File: src/rtl/cc_pkg.sv
package cc_pkg;
  localparam int FRAME_BITS = 26;
  localparam int CNT_W      = $clog2(FRAME_BITS);
  localparam logic [6:0] RUNIN = 7'b1010101;  // sent bit 0 first
  localparam logic [2:0] START = 3'b100;      // sent 0,0,1

  function automatic logic [7:0] with_parity(input logic [6:0] c);
    return {~^c, c};
  endfunction

  function automatic logic [FRAME_BITS-1:0] build_frame(input logic [6:0] c1,
                                                         input logic [6:0] c2);
    return {with_parity(c2), with_parity(c1), START, RUNIN};
  endfunction
endpackage

File: src/rtl/cc_field_arbiter.sv
module cc_field_arbiter #(
  parameter int LINE_W    = 9,
  parameter int ODD_LINE  = 21,
  parameter int EVEN_LINE = 284
) (
  input  logic              line_start,
  input  logic [LINE_W-1:0] line_num,
  input  logic              field_even,
  input  logic              cfg_enable,
  input  logic [1:0]        cfg_field_sel,
  input  logic              busy,
  output logic              go,
  output logic              go_even
);
  localparam logic [LINE_W-1:0] ODD_L  = LINE_W'(ODD_LINE);
  localparam logic [LINE_W-1:0] EVEN_L = LINE_W'(EVEN_LINE);

  logic odd_hit, even_hit;

  always_comb begin
    odd_hit  = !field_even && (line_num == ODD_L)  && cfg_field_sel[0];
    even_hit =  field_even && (line_num == EVEN_L) && cfg_field_sel[1];
    go       = line_start && !busy && cfg_enable && (odd_hit || even_hit);
    go_even  = field_even;
  end
endmodule

File: src/rtl/cc_pair_store.sv
module cc_pair_store (
  input  logic       clk,
  input  logic       rst_n,
  input  logic       wr_en,
  input  logic [1:0] wr_addr,
  input  logic [7:0] wr_data,
  input  logic       busy,
  input  logic       consume,
  input  logic       sel_even,
  output logic [6:0] tx_c1,
  output logic [6:0] tx_c2
);
  localparam int SLOTS = 4;

  logic [6:0] chr    [SLOTS];
  logic [6:0] hold_d [SLOTS];
  logic [SLOTS-1:0] hold_v;
  logic [SLOTS-1:0] direct;
  logic [SLOTS-1:0] apply;
  logic [1:0] armed;

  for (genvar i = 0; i < SLOTS; i++) begin : g_slot
    always_comb begin
      direct[i] = wr_en && (wr_addr == 2'(i)) && !busy;
      apply[i]  = direct[i] || (hold_v[i] && !busy);
    end

    always_ff @(posedge clk) begin
      if (!rst_n) begin
        chr[i]    <= '0;
        hold_v[i] <= 1'b0;
        hold_d[i] <= '0;
      end else begin
        if (direct[i])
          chr[i] <= wr_data[6:0];
        else if (hold_v[i] && !busy)
          chr[i] <= hold_d[i];
        if (wr_en && (wr_addr == 2'(i)) && busy) begin
          hold_v[i] <= 1'b1;
          hold_d[i] <= wr_data[6:0];
        end else if (!busy) begin
          hold_v[i] <= 1'b0;
        end
      end
    end
  end

  for (genvar f = 0; f < 2; f++) begin : g_field
    always_ff @(posedge clk) begin
      if (!rst_n)
        armed[f] <= 1'b0;
      else if (apply[2*f+1])
        armed[f] <= 1'b1;
      else if (consume && (sel_even == f[0]))
        armed[f] <= 1'b0;
    end
  end

  always_comb begin
    if (sel_even) begin
      tx_c1 = armed[1] ? chr[2] : 7'd0;
      tx_c2 = armed[1] ? chr[3] : 7'd0;
    end else begin
      tx_c1 = armed[0] ? chr[0] : 7'd0;
      tx_c2 = armed[0] ? chr[1] : 7'd0;
    end
  end
endmodule

File: src/rtl/cc_bit_serializer.sv
module cc_bit_serializer
  import cc_pkg::*;
#(
  parameter int DIV_W = 8
) (
  input  logic             clk,
  input  logic             rst_n,
  input  logic             go,
  input  logic [6:0]       c1,
  input  logic [6:0]       c2,
  input  logic [DIV_W-1:0] clks_per_bit,
  output logic             busy,
  output logic             out_valid,
  output logic             out_bit
);
  logic [FRAME_BITS-1:0] shreg;
  logic [CNT_W-1:0]      bits_left;
  logic [DIV_W-1:0]      div_cnt;
  logic [DIV_W-1:0]      div_last;

  always_ff @(posedge clk) begin
    if (!rst_n) begin
      busy      <= 1'b0;
      shreg     <= '0;
      bits_left <= '0;
      div_cnt   <= '0;
      div_last  <= '0;
    end else if (!busy) begin
      if (go) begin
        busy      <= 1'b1;
        shreg     <= build_frame(c1, c2);
        bits_left <= CNT_W'(FRAME_BITS - 1);
        div_cnt   <= '0;
        div_last  <= (clks_per_bit == '0) ? '0 : clks_per_bit - 1'b1;
      end
    end else if (div_cnt == div_last) begin
      div_cnt <= '0;
      if (bits_left == '0) begin
        busy <= 1'b0;
      end else begin
        shreg     <= shreg >> 1;
        bits_left <= bits_left - 1'b1;
      end
    end else begin
      div_cnt <= div_cnt + 1'b1;
    end
  end

  always_comb begin
    out_valid = busy;
    out_bit   = busy & shreg[0];
  end
endmodule

File: src/rtl/cc_line_inserter.sv
module cc_line_inserter #(
  parameter int LINE_W    = 9,
  parameter int ODD_LINE  = 21,
  parameter int EVEN_LINE = 284,
  parameter int DIV_W     = 8
) (
  input  logic              clk,
  input  logic              rst_n,
  input  logic              line_start,
  input  logic [LINE_W-1:0] line_num,
  input  logic              field_even,
  input  logic              cfg_enable,
  input  logic [1:0]        cfg_field_sel,
  input  logic [DIV_W-1:0]  cfg_clks_per_bit,
  input  logic              wr_en,
  input  logic [1:0]        wr_addr,
  input  logic [7:0]        wr_data,
  output logic              out_valid,
  output logic              out_bit
);
  logic       busy, go, go_even;
  logic [6:0] tx_c1, tx_c2;

  cc_field_arbiter #(
    .LINE_W(LINE_W), .ODD_LINE(ODD_LINE), .EVEN_LINE(EVEN_LINE)
  ) u_arb (
    .line_start(line_start), .line_num(line_num), .field_even(field_even),
    .cfg_enable(cfg_enable), .cfg_field_sel(cfg_field_sel), .busy(busy),
    .go(go), .go_even(go_even)
  );

  cc_pair_store u_store (
    .clk(clk), .rst_n(rst_n), .wr_en(wr_en), .wr_addr(wr_addr),
    .wr_data(wr_data), .busy(busy), .consume(go), .sel_even(go_even),
    .tx_c1(tx_c1), .tx_c2(tx_c2)
  );

  cc_bit_serializer #(.DIV_W(DIV_W)) u_ser (
    .clk(clk), .rst_n(rst_n), .go(go), .c1(tx_c1), .c2(tx_c2),
    .clks_per_bit(cfg_clks_per_bit), .busy(busy),
    .out_valid(out_valid), .out_bit(out_bit)
  );
endmodule

File: config.mk
export PLATFORM = sky130hd
export DESIGN_NAME = cc_line_inserter
export DESIGN_NICKNAME = d
export VERILOG_FILES = /design/src/rtl/cc_pkg.sv /design/src/rtl/cc_field_arbiter.sv /design/src/rtl/cc_pair_store.sv /design/src/rtl/cc_bit_serializer.sv /design/src/rtl/cc_line_inserter.sv
export SDC_FILE = /design/constraint.sdc
export NUM_CORES = 1
export LEC_CHECK = 0
export BUFFER_PORTS_ARGS = -buffer_cell sky130_fd_sc_hd__buf_2
export CORE_AREA = 4 4 121 123
export CTS_CLUSTER_SIZE = 10
export DETAILED_ROUTE_END_ITERATION = 8
export DIE_AREA = 0 0 125 127
export SLEW_MARGIN = 20
export SYNTH_ARGS = -nofsm -noshare
export SYNTH_HDL_FRONTEND = slang
export SYNTH_SLANG_ARGS = --single-unit
File: constraint.sdc
create_clock -name clk -period 2.2 [get_ports clk]
set_input_delay 0.44 -clock clk [delete_from_list [all_inputs] [get_ports clk]]
set_output_delay 0.44 -clock clk [all_outputs]
set_load 0.05 [all_outputs]
==> results of run 1 <==
[flip-flops by register name, summed over array words and instances, names as in the netlist]
signal / count
u_store.chr: 28
u_ser.shreg: 26
u_store.hold_v: 4
u_store.armed: 2
u_store.hold_d: 28
u_ser.busy: 1
u_ser.bits_left: 5
u_ser.div_cnt: 8
u_ser.div_last: 8
[cells in the final DEF, fill, tap and decap left out, types with 8 or more instances in the layout]
cell | netlist | layout
nor2b_1 | 16 | 16
buf_2 | 7 | 35
dfxtp_1 | 54 | 54
edfxtp_1 | 56 | 56
nand3_1 | 14 | 14
and3_1 | 8 | 8
inv_1 | 10 | 10
a21boi_0 | 12 | 12
a21oi_1 | 10 | 10
and2_1 | 45 | 45
buf_4 | 2 | 20
o21ai_0 | 42 | 41
a22o_1 | 21 | 21
clkbuf_16 | 0 | 9
nand3b_1 | 12 | 12
nand2_1 | 65 | 65
a21boi_1 | 8 | 8
xnor2_1 | 18 | 18
nor2_1 | 24 | 23
[path summary, 6_finish.rpt]
| check | slack (ns) | depth (start not counted) | from | endpoint |
|---|---|---|---|---|
| setup reg to reg | 0.25 | 9 | u_ser.bits_left[0] | u_ser.shreg[15] |
| hold / removal | 0.46 | 2 | u_ser.shreg[10] | u_ser.shreg[10] |
| hold reg to reg | 0.46 | 2 | u_ser.shreg[10] | u_ser.shreg[10] |
| setup / recovery | 0.25 | 9 | u_ser.bits_left[0] | u_ser.shreg[15] |
[per-layer routing]
metal  wire length [um]  up-vias
met1               4922     1804
met4                247        0
met5                  0        -
met2               5564       54
li1                   -     1939
met3                332       23
[power by group through the flow]
stage          Combinational (mW)  Sequential [mW]  Clock (mW)
3_5_place_dp                0.216             2.27           0
6_report                    0.214             2.22        1.90
4_1_cts                     0.217             2.22        1.93
2_1_floorplan               0.120             2.26           0
3_3_place_gp                0.211             2.26           0
5_1_grt                     0.238             2.22        2.03
[cells by family (layout without fill, tap and decap cells)]
kind of cell	after synthesis	after routing
AOI/OAI and AO/OA	131	131
xor gates and xnor gates	23	23
adders and majority gates	5	5
DFF	110	110
muxes	2	2
buffers and inverters	39	83
and+or+nand+nor	210	210
[final cells by class]
type,instances,share of cell area (%)
repair buffers,57,5.684
well taps,180,3.680
clock buffers,10,3.905
inverters,10,0.6134
flip-flops and latches,110,45.14
clock inverters,6,1.901
multi-input cells,371,39.07
[worst register-to-register path: stages, from the launching register on]
cell and delay, ns:
dfxtp_1 0.38, inv_1 0.08, ha_1 0.19, a31oi_1 0.21, nor3b_2 0.22, buf_6 0.19, or2_1 0.12, buf_4 0.20
o211ai_1 0.12, a21boi_0 0.18
==> qor.yml, run 1 <==
placement:
  place_area_sq_um: 5754
  pre_cts_ws_ns: -0.04423
  gp_congestion: 0.8596
  dp_hpwl_mm: 7.907
  placed_cells: 728
  portBuffers: 35
final_layout:
  drive_gt1_share_pct: 15.60
  syn_to_final_growth_pct: 14.76
  finalCoreUtilization_pct: 44.78
  diodes: 0
  final_net_count: 599
  multi_input_comb_area_sq_um: 2391
  final_area_sq_um: 6120
  final-seq-area_sq_um: 2763
  num-fill-cells: 1308
  fin_cells: 744
pwr:
  ir_drop_uv: 604.1
  internal_power_mw: 3.440
  seq_power_share_pct: 51.2
  combPwrFrac_pct: 4.9
  power_density_nw_per_um2: 708.1
  p_leak_nw: 2.276
  p_clk_share_pct: 43.8
  power_switching_mw: 0.8934
  power_mw: 4.333
  p_sw_share_pct: 20.62
sta:
  fmax_mhz: 512.9
  slew_headroom_pct: 35.47
  period_minus_slack_ns: 1.950
  skew_ns: 0.01107
  whs_ns: 0.4584
  rsz0062_at_grt: "no"
  setup_viol: 0
  worst_slack_ns: 0.2503
  tightest_slew_ns: 0.9579
  finalHoldViolations: 0
  min_period_over_period_pct: 88.62
  drv_slew: 0
  setup_tns_ns: 0
logic_synthesis:
  synth_top_area_share_pct: 31.53
  synth-edff-count: 56
  seq_area_frac_synth_pct: 51.81
  ys_types: 56
  synth-compound-area-share_pct: 17.79
  async_reset_ff_share_pct: 0
  synthTopCellsByCount: "nand2_1 (65), edfxtp_1 (56), dfxtp_1 (54)"
  synth_ff_type: "edfxtp_1"
  yosysWarnings: 0
  synth_top_family_by_area: "simple AND/OR/NAND/NOR gates"
  netlist_area_sq_um: 5333
  yosysTopAreaCell: "edfxtp_1"
  syn_area_per_cell_sq_um: 10.26
  syn_inst: 520
  yosysMostFrequentCell: "nand2_1"
  synthMuxAreaShare_pct: 0.3989
  ys_ff_latch: 110
  syn_nets: 560
  yosys.area_share.xor_xnor_pct: 4.294
  synthTopCellsByArea: "edfxtp_1 (32%), dfxtp_1 (20%), and2_1 (5.3%), nand2_1 (4.6%), o21ai_0 (3.9%)"
  synthAdderAreaFrac_pct: 1.173
  synthSimpleGateAreaFrac_pct: 21.05
global_route:
  antenna_found_initial: 0
  track_usage_pct: 14.42
  grt_pass1_wl_mm: 18.58
  grt_overflow: 0
  grt_pass1_vias: 3863
  grtUsageMet3_pct: 3.219
  grt.busiest_layer: "met2"
  met1_usage_pct: 16.77
  grtUsageMet2_pct: 25.75
  grt_max_degree: 50
floorplan:
  die_x_um: 125
  start_util_pct: 39.02
  coreArea_sq_um: 13670
  rows: 43
  die_area_sq_um: 15880
  die_h_um: 127
  io_pins: 37
detailed_routing:
  drtAntennaViolNets: 0
  drc_errors: 0
  wl_per_cell_um: 14.88
  drt_iter0_drc: 171
  drtPass1Iterations: 4
  avgViaCountPerCell: 5.134
  vias: 3820
  totalWireLength_mm: 11.07
worst_setup_path:
  path_max_fanout: 15
  arrival_ns: 2.23
  crit_path_cell_trace: "inv_1 -> ha_1 -> a31oi_1 -> nor3b_2 -> buf_6 -> or2_1 -> buf_4 -> o211ai_1 -> a21boi_0"
  critical_path_buf_inv_count: 3
  worst_setup_path_start_kind: "flop"
  critPathMaxStageDelay_ns: 0.38
  crit_family: "compound AO/OA/AOI/OAI gates"
  crit_path_top_delay_cell: "dfxtp_1"
  crit_type: "reg2reg"
  crit_path_end_kind: "flop"
  cp_data_required_time_ns: 2.48
hold_path:
  worstHoldPathType: "reg2reg"
cts:
  clkLatencyLatePin_ns: 0.35
  cts_buffers: 9
  cts_buffer_depth: 2
  h-tree-depth: 3
  cts-resized-gates: 0
  path_clk_slew_ns: 0.07
  cts.sinks: 110
  cts-root-buf: "clkbuf_16"
  post-cts-setup-buffers: 0
  cts_hold_buffers: 0
  cts_tree: "yes"
status:
  outcome: "finished clean"
flow_run:
  maxCapViolCount: 0
No activity file was read; power rests on OpenSTA's default activity.
==> inputs of run 2 (changes only) <==
--- a/config.mk
+++ b/config.mk
@@ -5,11 +5,12 @@
 export SDC_FILE = /design/constraint.sdc
 export NUM_CORES = 1
 export LEC_CHECK = 0
+export ABC_AREA = 1
 export BUFFER_PORTS_ARGS = -buffer_cell sky130_fd_sc_hd__buf_2
-export CORE_AREA = 4 4 121 123
+export CORE_AREA = 4 4 123 125
 export CTS_CLUSTER_SIZE = 10
 export DETAILED_ROUTE_END_ITERATION = 8
-export DIE_AREA = 0 0 125 127
+export DIE_AREA = 0 0 127 129
 export SLEW_MARGIN = 20
 export SYNTH_ARGS = -nofsm -noshare
 export SYNTH_HDL_FRONTEND = slang
==> qor.yml, run 2 <==
status:
  outcome: "finished clean"
detailed_routing:
  drc_errors: 0  # unchanged
  avgViaCountPerCell: 4.846  # -5.6%
  drtAntennaViolNets: 0  # unchanged
  wl_per_cell_um: 12.16  # -18%
  drtPass1Iterations: 5  # +1
  totalWireLength_mm: 11.26  # +1.8%
  drt_iter0_drc: 216  # +26%
  vias: 4487  # +17%
final_layout:
  layout_commonest_cell: "nand2_1"
  final_net_count: 781  # +30%
  diodes: 0  # unchanged
  drive_gt1_share_pct: 10.19  # -5.4 points
  multi_input_comb_area_sq_um: 2297  # -3.9%
  layout_common_cells: "nand2_1 (178), nor2_1 (106), inv_1 (80)"
  syn_to_final_growth_pct: 12.46
  finalCoreUtilization_pct: 44.59  # -0.19 points
  final-seq-area_sq_um: 2763  # unchanged
  num-fill-cells: 1393  # +6.5%
  top_regs: "u_store.chr (28), u_store.hold_d (28), u_ser.shreg (26)"
sta:
  rsz0062_at_grt: "no"
  tightest_slew_ns: 0.5761  # -0.3817 ns
  fmax_mhz: 550.4  # +7.3%
  finalHoldViolations: 0  # unchanged
  period_minus_slack_ns: 1.817  # -0.1329 ns
  min_period_over_period_pct: 82.58  # -6.0 points
  skew_ns: 0.01009  # -0.0009835 ns
  setup_viol: 0  # unchanged
  setup_tns_ns: 0  # unchanged
  slew_headroom_pct: 61.05  # +26 points
  drv_slew: 0  # unchanged
hold_path:
  min_to: "u_ser.div_last[2]"
  worstHoldPathType: "in2reg"
  min-delay-start: "cfg_clks_per_bit[2]"
  whs_path_depth: 4  # +2
logic_synthesis:
  synth-edff-count: 56  # unchanged
  netlist_area_sq_um: 5504  # +3.2%
  seq_area_frac_synth_pct: 50.19  # -1.6 points
  ys_types: 36  # -36%
  syn_inst: 705  # +36%
  yosysTopAreaCell: "edfxtp_1"
  synth_ff_type: "edfxtp_1"
  syn_area_per_cell_sq_um: 7.807  # -24%
  ys_ff_latch: 110  # unchanged
  synthTopCellsByArea: "edfxtp_1 (31%), dfxtp_1 (20%), nand2_1 (12%), nor2_1 (7.2%), inv_1 (5.5%)"
  yosysMostFrequentCell: "nand2_1"
  async_reset_ff_share_pct: 0  # unchanged
  synth_top_area_share_pct: 30.55  # -0.98 points
  yosysWarnings: 0  # unchanged
  synthTopCellsByCount: "nand2_1 (178), nor2_1 (106), inv_1 (80)"
  syn_nets: 745  # +33%
floorplan:
  die_area_sq_um: 16380  # +3.2%
  start_util_pct: 39.65  # +0.63 points
  die_x_um: 127  # +1.6%
  io_pins: 37  # unchanged
  coreArea_sq_um: 13880  # +1.6%
  rows: 43  # unchanged
  die_h_um: 129  # +1.6%
global_route:
  track_usage_pct: 14.55  # +0.13 points
  grt_max_degree: 40  # -20%
  grt_pass1_wl_mm: 19.46  # +4.7%
  grt_pass1_vias: 4210  # +9.0%
  grt_overflow: 0  # unchanged
  antenna_found_initial: 0  # unchanged
cts:
  h-tree-depth: 3  # unchanged
  post-cts-setup-buffers: 0  # unchanged
  cts_buffer_depth: 2  # unchanged
  cts_hold_buffers: 0  # unchanged
  cts.sinks: 110  # unchanged
  clkLatencyLatePin_ns: 0.35  # about the same
  cts_tree: "yes"
  cts-root-buf: "clkbuf_16"
  cts-resized-gates: 0  # unchanged
  cts_buffers: 9  # unchanged
  path_clk_slew_ns: 0.07  # about the same
worst_setup_path:
  path_max_fanout: 39  # +24
  crit_type: "reg2reg"
  cp_data_required_time_ns: 2.22  # -0.26 ns
  timing.rr.end: "u_store.chr[2][4]"
  rrSetupSlack_ns: 0.38  # +0.13 ns
  worst_setup_path_start_kind: "flop"
  arrival_ns: 1.84  # -0.39 ns
  r2r_start: "u_ser.busy"
  crit_path_end_kind: "flop"
  critical_path.startpoint: "u_ser.busy"
  ff2ff_path_depth: 4  # -5
placement:
  portBuffers: 35  # unchanged
  gp_congestion: 0.8298  # -3.5%
  dp_hpwl_mm: 8.372  # +5.9%
pwr:
  power_density_nw_per_um2: 664.5  # -6.2%
  ir_drop_uv: 544.3  # -9.9%
  p_leak_nw: 2.610  # +15%
  power_mw: 4.113  # -5.1%
flow_run:
  maxCapViolCount: 0  # unchanged
run 2: changes by cell type after synthesis, moves of 11 or more:
| cell | change |
|---|---|
| nand2_1 | +113 |
| nor2_1 | +82 |
| inv_1 | +70 |
| and2_1 | -45 |
| a21oi_1 | +35 |
| nand3_1 | +24 |
| o22ai_1 | +22 |
| a22o_1 | -21 |
| nor2b_1 | -16 |
| o21ai_1 | +15 |
| a21boi_0 | -12 |
| o21ai_0 | -12 |
| nand3b_1 | -11 |
run 2: worst max path at each step:
stage,endpoint,depth (start not counted)
final,u_store.chr[2][4],4
after CTS,u_store.chr[2][4],4
after global placement,u_ser.shreg[25],13
after detailed placement,u_ser.shreg[25],13
after floorplan,out_bit,4
after global routing,u_store.chr[2][2],5
run 2: layout make-up:
cell class                      instances  area share [%]
Clock buffer                           12           3.982
Clock inverter                          4          0.8894
Inverter                               82           5.013
Multi-Input combinational cell        489           37.11
Sequential cell                       110           44.63
Tap cell                              180           3.639
Timing Repair Buffer                   49           4.730
run 2: cell families after synthesis:
| logic type | share of synthesized area, % |
|---|---|
| buf+inv | 8.070 |
| fa+ha+maj | 1.137 |
| simple gates | 26.17 |
| flops | 50.19 |
| compound gates | 12.37 |
| xor+xnor | 2.069 |
run 2: critical path: stages (launching register included):
cell	delay, ns
dfxtp_1	0.45
buf_12	0.24
nor2_1	0.12
o21ai_1	0.33
nand2_1	0.34
run 2: metal layers:
| layer | vias to the layer above | routed length (um) | global-route usage (%) |
|---|---|---|---|
| met2 | 60 | 5365 | 24.32 |
| met3 | 20 | 349 | 3.362 |
| met1 | 2032 | 5191 | 18.08 |
| li1 | 2375 | - | - |
| met4 | 0 | 355 | 6.309 |
| met5 | - | 0 | 0 |
run 2: stage by stage:
step | hold WS [ns] | instance area [sq um] | setup WS (ns) | instances
final | 0.4212 | 6190 | 0.3832 | 926
after CTS | 0.4016 | 6190 | 0.3432 | 926
after global placement | 0.4449 | 5888 | 0.2683 | 910
after global routing | 0.4440 | 6190 | 0.1949 | 926
after floorplan | 0.4358 | 5504 | 0.1096 | 705
after detailed placement | 0.4481 | 5888 | 0.2467 | 910
run 2: power by group:
part | switching [mW] | total [mW] | internal (mW)
sequential | 0.0209 | 2.22 | 2.20
combinational | 0.173 | 0.259 | 0.0865
clock | 0.713 | 1.63 | 0.921
